### src/rtl/pullseq_pkg.sv
package pullseq_pkg;

  typedef enum logic [1:0] {
    PULL_OFF  = 2'd0,
    PULL_DOWN = 2'd1,
    PULL_UP   = 2'd2,
    PULL_RSVD = 2'd3
  } pull_code_e;

  // Byte address of strobe bank b.
  function automatic int unsigned strobe_addr(int unsigned base, int unsigned b);
    return base + 4 * b;
  endfunction

  // Number of pads served by bank b.
  function automatic int unsigned pads_in_bank(int unsigned total, int unsigned bw,
                                               int unsigned b);
    int unsigned rem;
    rem = total - b * bw;
    return (rem > bw) ? bw : rem;
  endfunction

  // Only non-reserved codes may be loaded into a pad.
  function automatic logic code_loadable(logic [1:0] c);
    return c != PULL_RSVD;
  endfunction

endpackage

### src/rtl/pullseq_setup_timer.sv
module pullseq_setup_timer #(
  parameter int unsigned SETUP_CYCLES = 150
) (
  input  logic clk,
  input  logic rst_n,
  input  logic restart,
  output logic ready
);
  localparam int unsigned CW = $clog2(SETUP_CYCLES + 1);
  localparam logic [CW-1:0] LIMIT = CW'(SETUP_CYCLES);

  logic [CW-1:0] wait_q;

  // Saturating count of cycles since the last control write.
  always_ff @(posedge clk) begin
    if (!rst_n)              wait_q <= LIMIT;
    else if (restart)        wait_q <= '0;
    else if (wait_q != LIMIT) wait_q <= wait_q + 1'b1;
  end

  assign ready = (wait_q == LIMIT);
endmodule

### src/rtl/pullseq_strobe_bank.sv
module pullseq_strobe_bank #(
  parameter int unsigned WIDTH = 32
) (
  input  logic             clk,
  input  logic             rst_n,
  input  logic             hit,
  input  logic [WIDTH-1:0] bits,
  output logic [WIDTH-1:0] rise
);
  logic [WIDTH-1:0] level_q;

  always_ff @(posedge clk) begin
    if (!rst_n)   level_q <= '0;
    else if (hit) level_q <= bits;
  end

  // A 0->1 transition of a stored strobe bit.
  assign rise = hit ? (bits & ~level_q) : '0;
endmodule

### src/rtl/pullseq_pad_store.sv
module pullseq_pad_store #(
  parameter int unsigned NUM_PINS     = 54,
  parameter logic [1:0]  DEFAULT_PULL = 2'd0
) (
  input  logic                  clk,
  input  logic                  rst_n,
  input  logic [NUM_PINS-1:0]   load,
  input  logic [1:0]            code,
  output logic [2*NUM_PINS-1:0] state
);
  for (genvar i = 0; i < NUM_PINS; i++) begin : g_pad
    logic [1:0] pad_q;
    always_ff @(posedge clk) begin
      if (!rst_n)       pad_q <= DEFAULT_PULL;
      else if (load[i]) pad_q <= code;
    end
    assign state[2*i +: 2] = pad_q;
  end
endmodule

### src/rtl/pull_sequencer.sv
module pull_sequencer #(
  parameter int unsigned NUM_PINS     = 54,
  parameter int unsigned SETUP_CYCLES = 150,
  parameter int unsigned ADDR_W       = 8,
  parameter int unsigned BANK_W       = 32,
  parameter int unsigned CTRL_OFS     = 32'h94,
  parameter int unsigned STROBE_BASE  = 32'h98,
  parameter logic [1:0]  DEFAULT_PULL = 2'd0
) (
  input  logic                  clk,
  input  logic                  rst_n,
  input  logic                  wr_en,
  input  logic [ADDR_W-1:0]     wr_addr,
  input  logic [BANK_W-1:0]     wr_data,
  output logic [2*NUM_PINS-1:0] pull_state,
  output logic                  setup_err
);
  import pullseq_pkg::*;

  localparam int unsigned NUM_BANKS = (NUM_PINS + BANK_W - 1) / BANK_W;

  // Named internal events.
  logic                ctrl_wr;
  logic [1:0]          code_q;
  logic                setup_ok;
  logic [NUM_PINS-1:0] rise_vec;
  logic                capture_en;
  logic [NUM_PINS-1:0] load_vec;
  logic                reject;

  assign ctrl_wr = wr_en && (wr_addr == ADDR_W'(CTRL_OFS));

  always_ff @(posedge clk) begin
    if (!rst_n)       code_q <= PULL_OFF;
    else if (ctrl_wr) code_q <= wr_data[1:0];
  end

  pullseq_setup_timer #(.SETUP_CYCLES(SETUP_CYCLES)) u_timer (
    .clk     (clk),
    .rst_n   (rst_n),
    .restart (ctrl_wr),
    .ready   (setup_ok)
  );

  for (genvar b = 0; b < NUM_BANKS; b++) begin : g_bank
    localparam int unsigned PB = pads_in_bank(NUM_PINS, BANK_W, b);
    logic          hit;
    logic [PB-1:0] bank_rise;
    assign hit = wr_en && (wr_addr == ADDR_W'(strobe_addr(STROBE_BASE, b)));
    pullseq_strobe_bank #(.WIDTH(PB)) u_bank (
      .clk   (clk),
      .rst_n (rst_n),
      .hit   (hit),
      .bits  (wr_data[PB-1:0]),
      .rise  (bank_rise)
    );
    assign rise_vec[b*BANK_W +: PB] = bank_rise;
  end

  assign capture_en = setup_ok && code_loadable(code_q);
  assign load_vec   = rise_vec & {NUM_PINS{capture_en}};
  assign reject     = (|rise_vec) && !capture_en;

  always_ff @(posedge clk) begin
    if (!rst_n)      setup_err <= 1'b0;
    else if (reject) setup_err <= 1'b1;
  end

  pullseq_pad_store #(.NUM_PINS(NUM_PINS), .DEFAULT_PULL(DEFAULT_PULL)) u_store (
    .clk   (clk),
    .rst_n (rst_n),
    .load  (load_vec),
    .code  (code_q),
    .state (pull_state)
  );
endmodule

### config.mk
export PLATFORM = sky130hd
export DESIGN_NAME = pull_sequencer
export DESIGN_NICKNAME = d
export VERILOG_FILES = /design/src/rtl/pullseq_pkg.sv /design/src/rtl/pullseq_setup_timer.sv /design/src/rtl/pullseq_strobe_bank.sv /design/src/rtl/pullseq_pad_store.sv /design/src/rtl/pull_sequencer.sv
export SDC_FILE = /design/constraint.sdc
export NUM_CORES = 1
export LEC_CHECK = 0
export BUFFER_PORTS_ARGS = -buffer_cell sky130_fd_sc_hd__buf_2
export CAP_MARGIN = 10
export CORE_ASPECT_RATIO = 0.8
export CORE_MARGIN = 2
export CORE_UTILIZATION = 45
export DETAILED_ROUTE_END_ITERATION = 6
export GPL_ROUTABILITY_DRIVEN = 0
export HOLD_SLACK_MARGIN = 0.1
export PLACE_DENSITY = 0.78
export REMOVE_ABC_BUFFERS = 1
export SLEW_MARGIN = 20
export SYNTH_ARGS = -nofsm -noshare
export SYNTH_HDL_FRONTEND = slang
export SYNTH_HIERARCHICAL = 1
export SYNTH_SLANG_ARGS = --single-unit
### constraint.sdc
create_clock -name clk -period 2.6 [get_ports clk]
set_clock_uncertainty 0.15 [all_clocks]
set_input_delay 0.13 -clock clk [delete_from_list [all_inputs] [get_ports clk]]
set_output_delay 0.13 -clock clk [all_outputs]
set_load 0.05 [all_outputs]
==> results.toml, run 1 <==
[outcome]
outcome = "completed"

[yosys]
synth.cell_area_sq_um = 7780
synth_area_per_cell_sq_um = 10.7
synth_simple_gate_area_share_pct = 27.9
async_flop_share_pct = 0
share_of_synthesized_area_spent_on_multiplexers_pct = 20.8
synth_edf_count = 0
netlist-cell-type-count = 44
post_synthesis_adder_cell_area_fraction_pct = 0.322
synth_top_flop_cell = "sky130_fd_sc_hd__dfxtp_1"
post_synth_xor_area_fraction_pct = 0.113
syn_inst = 729
yosysSeqAreaShare_pct = 44.5
main_combinational_cell_family_by_area_after_synthesis = "simple AND/OR/NAND/NOR gates"
synth_compound_gate_area_share_pct = 1.45
ys_ff_latch = 173
synth.yosys.warnings = 6

[routing]
dr.first_iter.drc_count = 189
route.final.wire_length_microns = 17500
met3_length_microns = 731
route.layer.met1.wl_microns = 8860
avgViaCountPerCell = 4.86
met2RoutedLength_microns = 7660
detail_route.first_pass.iterations = 4
routed_wire_length_per_instance_microns = 15.5
vias = 5507
postRouteAntennaNets = 0
post-route-drc-count = 0
highest_signal_layer = "met4"

[floorplan]
die_width_microns = 151
design.core.area_sq_um = 16700
num_io_pins = 152
vertical_die_dimension_microns = 122
floorplan.initialDensity_pct = 46.6
core.rowCount = 42
die_area_sq_um = 18400

[worst_setup_path]
critPathKind = "input port to register"
worstReg2RegEnd = "u_store/g_pad[52].pad_q[0]"
cp-end-kind = "register"
critical_path.startpoint = "wr_addr[2]"
worstRegToRegCells = 9
arrival_ns = 2.45
worst-r2r-setup-slack_ns = 0.31
critical_path_required_ns = 2.76
regToRegStartpoint = "u_timer/wait_q[0]"
type_of_origin_of_the_critical_path = "input port"
path_max_fanout = 44

[clock_network]
post_cts_resized = 0
clk_path_buf_depth = 2
tritoncts = "built"
clk_root_buf = "sky130_fd_sc_hd__clkbuf_16"
clk-insertion-delay-late_ns = 0.42
clkTransAtPathRegs_ns = 0.06
clock_sinks = 173
htree_num_levels = 4
inserted_clock_buffers = 17

[grt]
grt_util_all_layers_pct = 19.4
pin_count_of_the_biggest_net_entering_global_routing = 77
number_of_global_route_vias_before_repair = 5328
global_route.overflow_total = 0
antenna_found_initial = 0
grt_first_pass_wirelength_microns = 27800

[layout]
nNetsFinal = 945
antenna_cells_inserted = 0
finalCoreUtilization_pct = 57.3
syn2layout_area_growth_pct = 23.1
layout_cells_sized_above_1_pct = 22.1
fin_cells = 1132

[placed_design]
detailedPlacementHpwl_microns = 11400
place_inst = 1064
port-buffer-count = 151

[power]
p_seq_share_pct = 45.7
part_of_the_power_in_the_clock_network_pct = 43.1
worst_ir_drop_vdd_mv = 0.466
cellLeakagePower_nw = 3.75
power.internal_mw = 4.49
combinationalPowerShare_pct = 11.1
total_power_mw = 5.95
share_of_total_power_consumed_by_net_switching_pct = 24.5
p_switching_mw = 1.46
pwr_density_nw_per_um2 = 621

[timing]
timing_max_transition_violations_final = 0
min_period_ns = 2.29
max_slew_margin_pct = 54.9
clock.fmax_mhz = 437
tightestPinTransition_ns = 0.677
hold_viol_final = 0
grt_setup_unrepaired = "false"
setup_viol_count_final = 0
post-route-period-util_pct = 88.0

[hold_path]
holdCritStartpoint = "wr_addr[5]"
timing.hold.worst.class = "input port to register"
min_to = "u_timer/wait_q[4]"
min_delay_path_depth = 5

[flow_run]
drv_cap = 0
[cell usage in the layout (no fill, tap or decap), types with 6 or more instances in the layout]
cell type	Yosys	final
sky130_fd_sc_hd__nor4_1	13	13
sky130_fd_sc_hd__clkbuf_16	0	17
sky130_fd_sc_hd__and2_1	53	53
sky130_fd_sc_hd__o21ai_0	6	6
sky130_fd_sc_hd__dfxtp_1	173	171
sky130_fd_sc_hd__buf_2	6	150
sky130_fd_sc_hd__nor2b_1	163	163
sky130_fd_sc_hd__dlygate4sd3_1	0	37
sky130_fd_sc_hd__and3b_1	50	50
sky130_fd_sc_hd__mux2i_1	162	162
sky130_fd_sc_hd__buf_4	14	7
[final cells by class]
class                           instances  area (sq um)
Multi-Input combinational cell        505          3960
Fill cell                            1489          7130
Sequential cell                       173          3470
Inverter                                4          15.0
Timing Repair Buffer                  199          1270
Clock buffer                           21           450
Tap cell                              220           275
Clock inverter                         10           140
[synth_stat cells, types with 5 or more instances]
cell type / n / area [sq um]
sky130_fd_sc_hd__and2_1: 53 / 332
sky130_fd_sc_hd__buf_4: 14 / 105
sky130_fd_sc_hd__dfxtp_1: 173 / 3460
sky130_fd_sc_hd__o21ai_0: 6 / 30.0
sky130_fd_sc_hd__nand3_1: 5 / 25.0
sky130_fd_sc_hd__clkbuf_1: 8 / 30.0
sky130_fd_sc_hd__clkbuf_2: 10 / 50.1
sky130_fd_sc_hd__buf_12: 5 / 100
sky130_fd_sc_hd__nand2_1: 5 / 18.8
sky130_fd_sc_hd__buf_2: 6 / 30.0
sky130_fd_sc_hd__mux2i_1: 162 / 1620
sky130_fd_sc_hd__nor2_1: 6 / 22.5
sky130_fd_sc_hd__nor4_1: 13 / 81.3
sky130_fd_sc_hd__and3b_1: 50 / 438
sky130_fd_sc_hd__nor2b_1: 163 / 1020
[flip-flops by register name (all words and copies together) (netlist names)]
name	cells
u_timer/wait_q	8
setup_err	1
g_bank.u_bank/level_q	54
u_store/g_pad.pad_q	108
code_q	2
[layer usage]
| layer | up-vias | track usage [%] |
|---|---|---|
| met4 | 0 | 6.95 |
| met2 | 114 | 29.9 |
| met1 | 2568 | 26.7 |
| met3 | 15 | 4.46 |
| li1 | 2810 | - |
| met5 | - | 0 |
[critical path: stages]
cell,delay [ns]
sky130_fd_sc_hd__dlygate4sd3_1,0.54
sky130_fd_sc_hd__buf_2,0.15
sky130_fd_sc_hd__and3_2,0.21
sky130_fd_sc_hd__buf_12,0.18
sky130_fd_sc_hd__and3b_1,0.24
sky130_fd_sc_hd__nor4_1,0.46
sky130_fd_sc_hd__nand4_1,0.16
sky130_fd_sc_hd__nor4_1,0.29
sky130_fd_sc_hd__nor2_1,0.07
[how the worst max path moves through the flow]
stage	to	cells past startpoint
floorplan	u_store/g_pad[30].pad_q[0]	8
global placement	setup_err	10
detailed placement	setup_err	10
CTS	setup_err	9
global route	u_store/g_pad[52].pad_q[0]	9
finish	setup_err	9
[per-stage QoR]
stage | instance area (sq um) | setup TNS, ns | worst slack (ns) | hold slack [ns]
finish | 9580 | 0 | 0.313 | 0.222
global route | 9580 | 0 | 0.144 | 0.270
CTS | 9580 | 0 | 0.302 | 0.191
detailed placement | 8620 | 0 | 0.249 | 0.269
global placement | 8620 | 0 | 0.327 | 0.255
floorplan | 7420 | -139.44 | -1.66 | 0.0511
[power by group through the flow]
stage,clock network [mW],registers [mW],logic (mW)
6_report,2.57,2.72,0.663
5_1_grt,2.74,2.72,0.752
4_1_cts,2.62,2.72,0.677
3_5_place_dp,0,2.78,0.634
3_3_place_gp,0,2.78,0.621
2_1_floorplan,0,2.78,0.313
[what timing repair did]
action                                 in CTS  in global routing
endpoints found under the hold margin      65                  0
setup endpoints to repair                   0                  0
hold buffers                               37                  0
setup buffers                               0                  0
[cells by family (layout without fill, tap and decap cells)]
family	after synthesis	count (layout)
AOI/OAI and AO/OA	17	17
and+or+nand+nor	323	323
DFF	173	173
muxes	162	162
buffers and inverters	51	234
adders and majority gates	2	2
xor gates and xnor gates	1	1
Note: power is estimated with default switching activity, not from simulation.
==> inputs of run 2 (changes only) <==
--- a/config.mk
+++ b/config.mk
@@ -7,9 +7,9 @@
 export LEC_CHECK = 0
 export BUFFER_PORTS_ARGS = -buffer_cell sky130_fd_sc_hd__buf_2
 export CAP_MARGIN = 10
-export CORE_ASPECT_RATIO = 0.8
-export CORE_MARGIN = 2
+export CORE_ASPECT_RATIO = 1.25
 export CORE_UTILIZATION = 45
+export CTS_CLUSTER_SIZE = 16
 export DETAILED_ROUTE_END_ITERATION = 6
 export GPL_ROUTABILITY_DRIVEN = 0
 export HOLD_SLACK_MARGIN = 0.1
==> run 2 against run 1 <==
Against the previous run: die area down 2.9%; sequential share of layout area down 0.24 points; critical path depth down 1; highest routed layer unchanged; setup slack better by 0.043 ns; sequential power about the same; largest power group unchanged; critical endpoint is now u_store/g_pad[21].pad_q[1]; final cell count up 0.53%; core utilization down 0.065 points; fmax up 1.9%.
==> results.toml, run 2 (synthesis results as in run 1) <==
[outcome]
outcome = "completed"

[grt]
number_of_global_route_vias_before_repair = 5311
grt_util_all_layers_pct = 19.5
grt_use_met1_pct = 24.6
global_route_layer_with_the_greatest_usage = "met2"
grt_first_pass_wirelength_microns = 27500
grt.met2_usage_pct = 32.7
global_route.overflow_total = 0
grt_util_met3_pct = 4.51
pin_count_of_the_biggest_net_entering_global_routing = 84
antenna_found_initial = 0

[layout]
largest_register_ffs = 108
antenna_cells_inserted = 0
filler_cell_count = 1496
nNetsFinal = 950
layout.cell_area.non_filler_sq_um = 9640
layout_cells_sized_above_1_pct = 22.3
max_flop_register = "u_store/g_pad.pad_q"
syn2layout_area_growth_pct = 23.9
most-common-layout-cells = "sky130_fd_sc_hd__dfxtp_1, sky130_fd_sc_hd__nor2b_1, sky130_fd_sc_hd__mux2i_1"
reg_top3 = "u_store/g_pad.pad_q: 108 flops, g_bank.u_bank/level_q: 54 flops, u_timer/wait_q: 8 flops"
layout.cells.most_common = "sky130_fd_sc_hd__dfxtp_1"

[clock_network]
tritoncts = "built"
clk_path_buf_depth = 2
clkTransAtPathRegs_ns = 0.06
cts_post_setup_buffers_inserted = 0
inserted_clock_buffers = 17
post_cts_resized = 0
htree_num_levels = 4
clk-insertion-delay-late_ns = 0.43
clk_root_buf = "sky130_fd_sc_hd__clkbuf_16"
clock_sinks = 173

[routing]
postRouteAntennaNets = 0
vias = 5529
avgViaCountPerCell = 4.86
detail_route.first_pass.iterations = 4
post-route-drc-count = 0
route.final.wire_length_microns = 17100
routed_wire_length_per_instance_microns = 15.0
dr.first_iter.drc_count = 218

[hold_path]
holdCritStartpoint = "wr_addr[5]"
timing.hold.worst.class = "input port to register"

[timing]
post-route-period-util_pct = 86.3
max_slew_margin_pct = 57.3
clock.fmax_mhz = 446
grt_setup_unrepaired = "false"
tightestPinTransition_ns = 0.640
hold_viol_final = 0
min_period_ns = 2.24
setup_viol_count_final = 0
timing_max_transition_violations_final = 0
worst_case_hold_slack_ns = 0.231

[floorplan]
core.rowCount = 53
die_area_sq_um = 17800
design.core.area_sq_um = 16800
die_width_microns = 120
floorplan.initialDensity_pct = 46.2
num_io_pins = 152
vertical_die_dimension_microns = 149

[worst_setup_path]
path_max_fanout = 55
cp-end-kind = "register"
arrival_ns = 2.41
critical_path_required_ns = 2.76
regToRegStartpoint = "u_timer/wait_q[1]"
critPathKind = "register to register"
critical_path.startpoint = "u_timer/wait_q[1]"
type_of_origin_of_the_critical_path = "register"

[placed_design]
dpl-instance-area_sq_um = 8630
port-buffer-count = 151
detailedPlacementHpwl_microns = 11400

[power]
pwr_density_nw_per_um2 = 615
cellLeakagePower_nw = 3.79
worst_ir_drop_vdd_mv = 0.408
total_power_mw = 5.93

[flow_run]
drv_cap = 0
[run 2: cell count changes in the layout (fill, tap and decap cells not counted), sizes merged]
cell,change
clkbuf,+3
dlygate4sd3,+4
clkinvlp,+2
inv,-1
bufinv,-1
buf,+1
clkinv,-2
[run 2: per-stage QoR]
step	utilization, %	setup slack, ns	setup TNS, ns	cells
global placement	51.2	0.321	0	1065
floorplan	-	-1.66	-139.44	682
finish	57.3	0.356	0	1138
detailed placement	51.2	0.299	0	1065
CTS	57.3	0.347	0	1138
global route	57.3	0.145	0	1138
[run 2: final timing paths]
check                                 end  depth (start not counted)  slack (ns)
max reg2reg    u_store/g_pad[21].pad_q[1]                          8        0.36
min                     u_timer/wait_q[4]                          5        0.23
min reg2reg  g_bank[0].u_bank/level_q[31]                          2        0.32
max            u_store/g_pad[21].pad_q[1]                          8        0.36
[run 2: layout make-up]
type	count	area (sq um)	share of cell area [%]
flip-flops and latches	173	3470	35.9
clock inverters	8	106	1.10
clock buffers	24	502	5.20
repair buffers	204	1320	13.7
multi-input cells	505	3960	41.0
inverters	4	15.0	0.156
well taps	220	275	2.85
[run 2: power breakdown]
group	internal (mW)	leakage (nW)	switching (mW)
Combinational	0.276	2.11	0.358
Sequential	2.68	1.39	0.0469
Clock	1.54	0.281	1.02
[run 2: metal layers]
layer	vias up	part of all wire, %
met2	117	48
met4	0	1.3
li1	2823	-
met3	18	4.0
met5	-	0
met1	2571	46
[run 2: repair_timing]
action                                 CTS  global route
hold buffers                            41             0
setup endpoints to repair                0             0
endpoints found under the hold margin   71             0
[run 2: worst max-delay path, cell delays in order (launching register included)]
cell and delay, ns:
sky130_fd_sc_hd__dfxtp_1 0.43, sky130_fd_sc_hd__ha_1 0.25, sky130_fd_sc_hd__nand4bb_4 0.16, sky130_fd_sc_hd__nor2_1 0.17, sky130_fd_sc_hd__a21boi_4 0.22, sky130_fd_sc_hd__buf_12 0.22, sky130_fd_sc_hd__and2_1 0.23, sky130_fd_sc_hd__mux2i_1 0.24
sky130_fd_sc_hd__nor2b_1 0.06
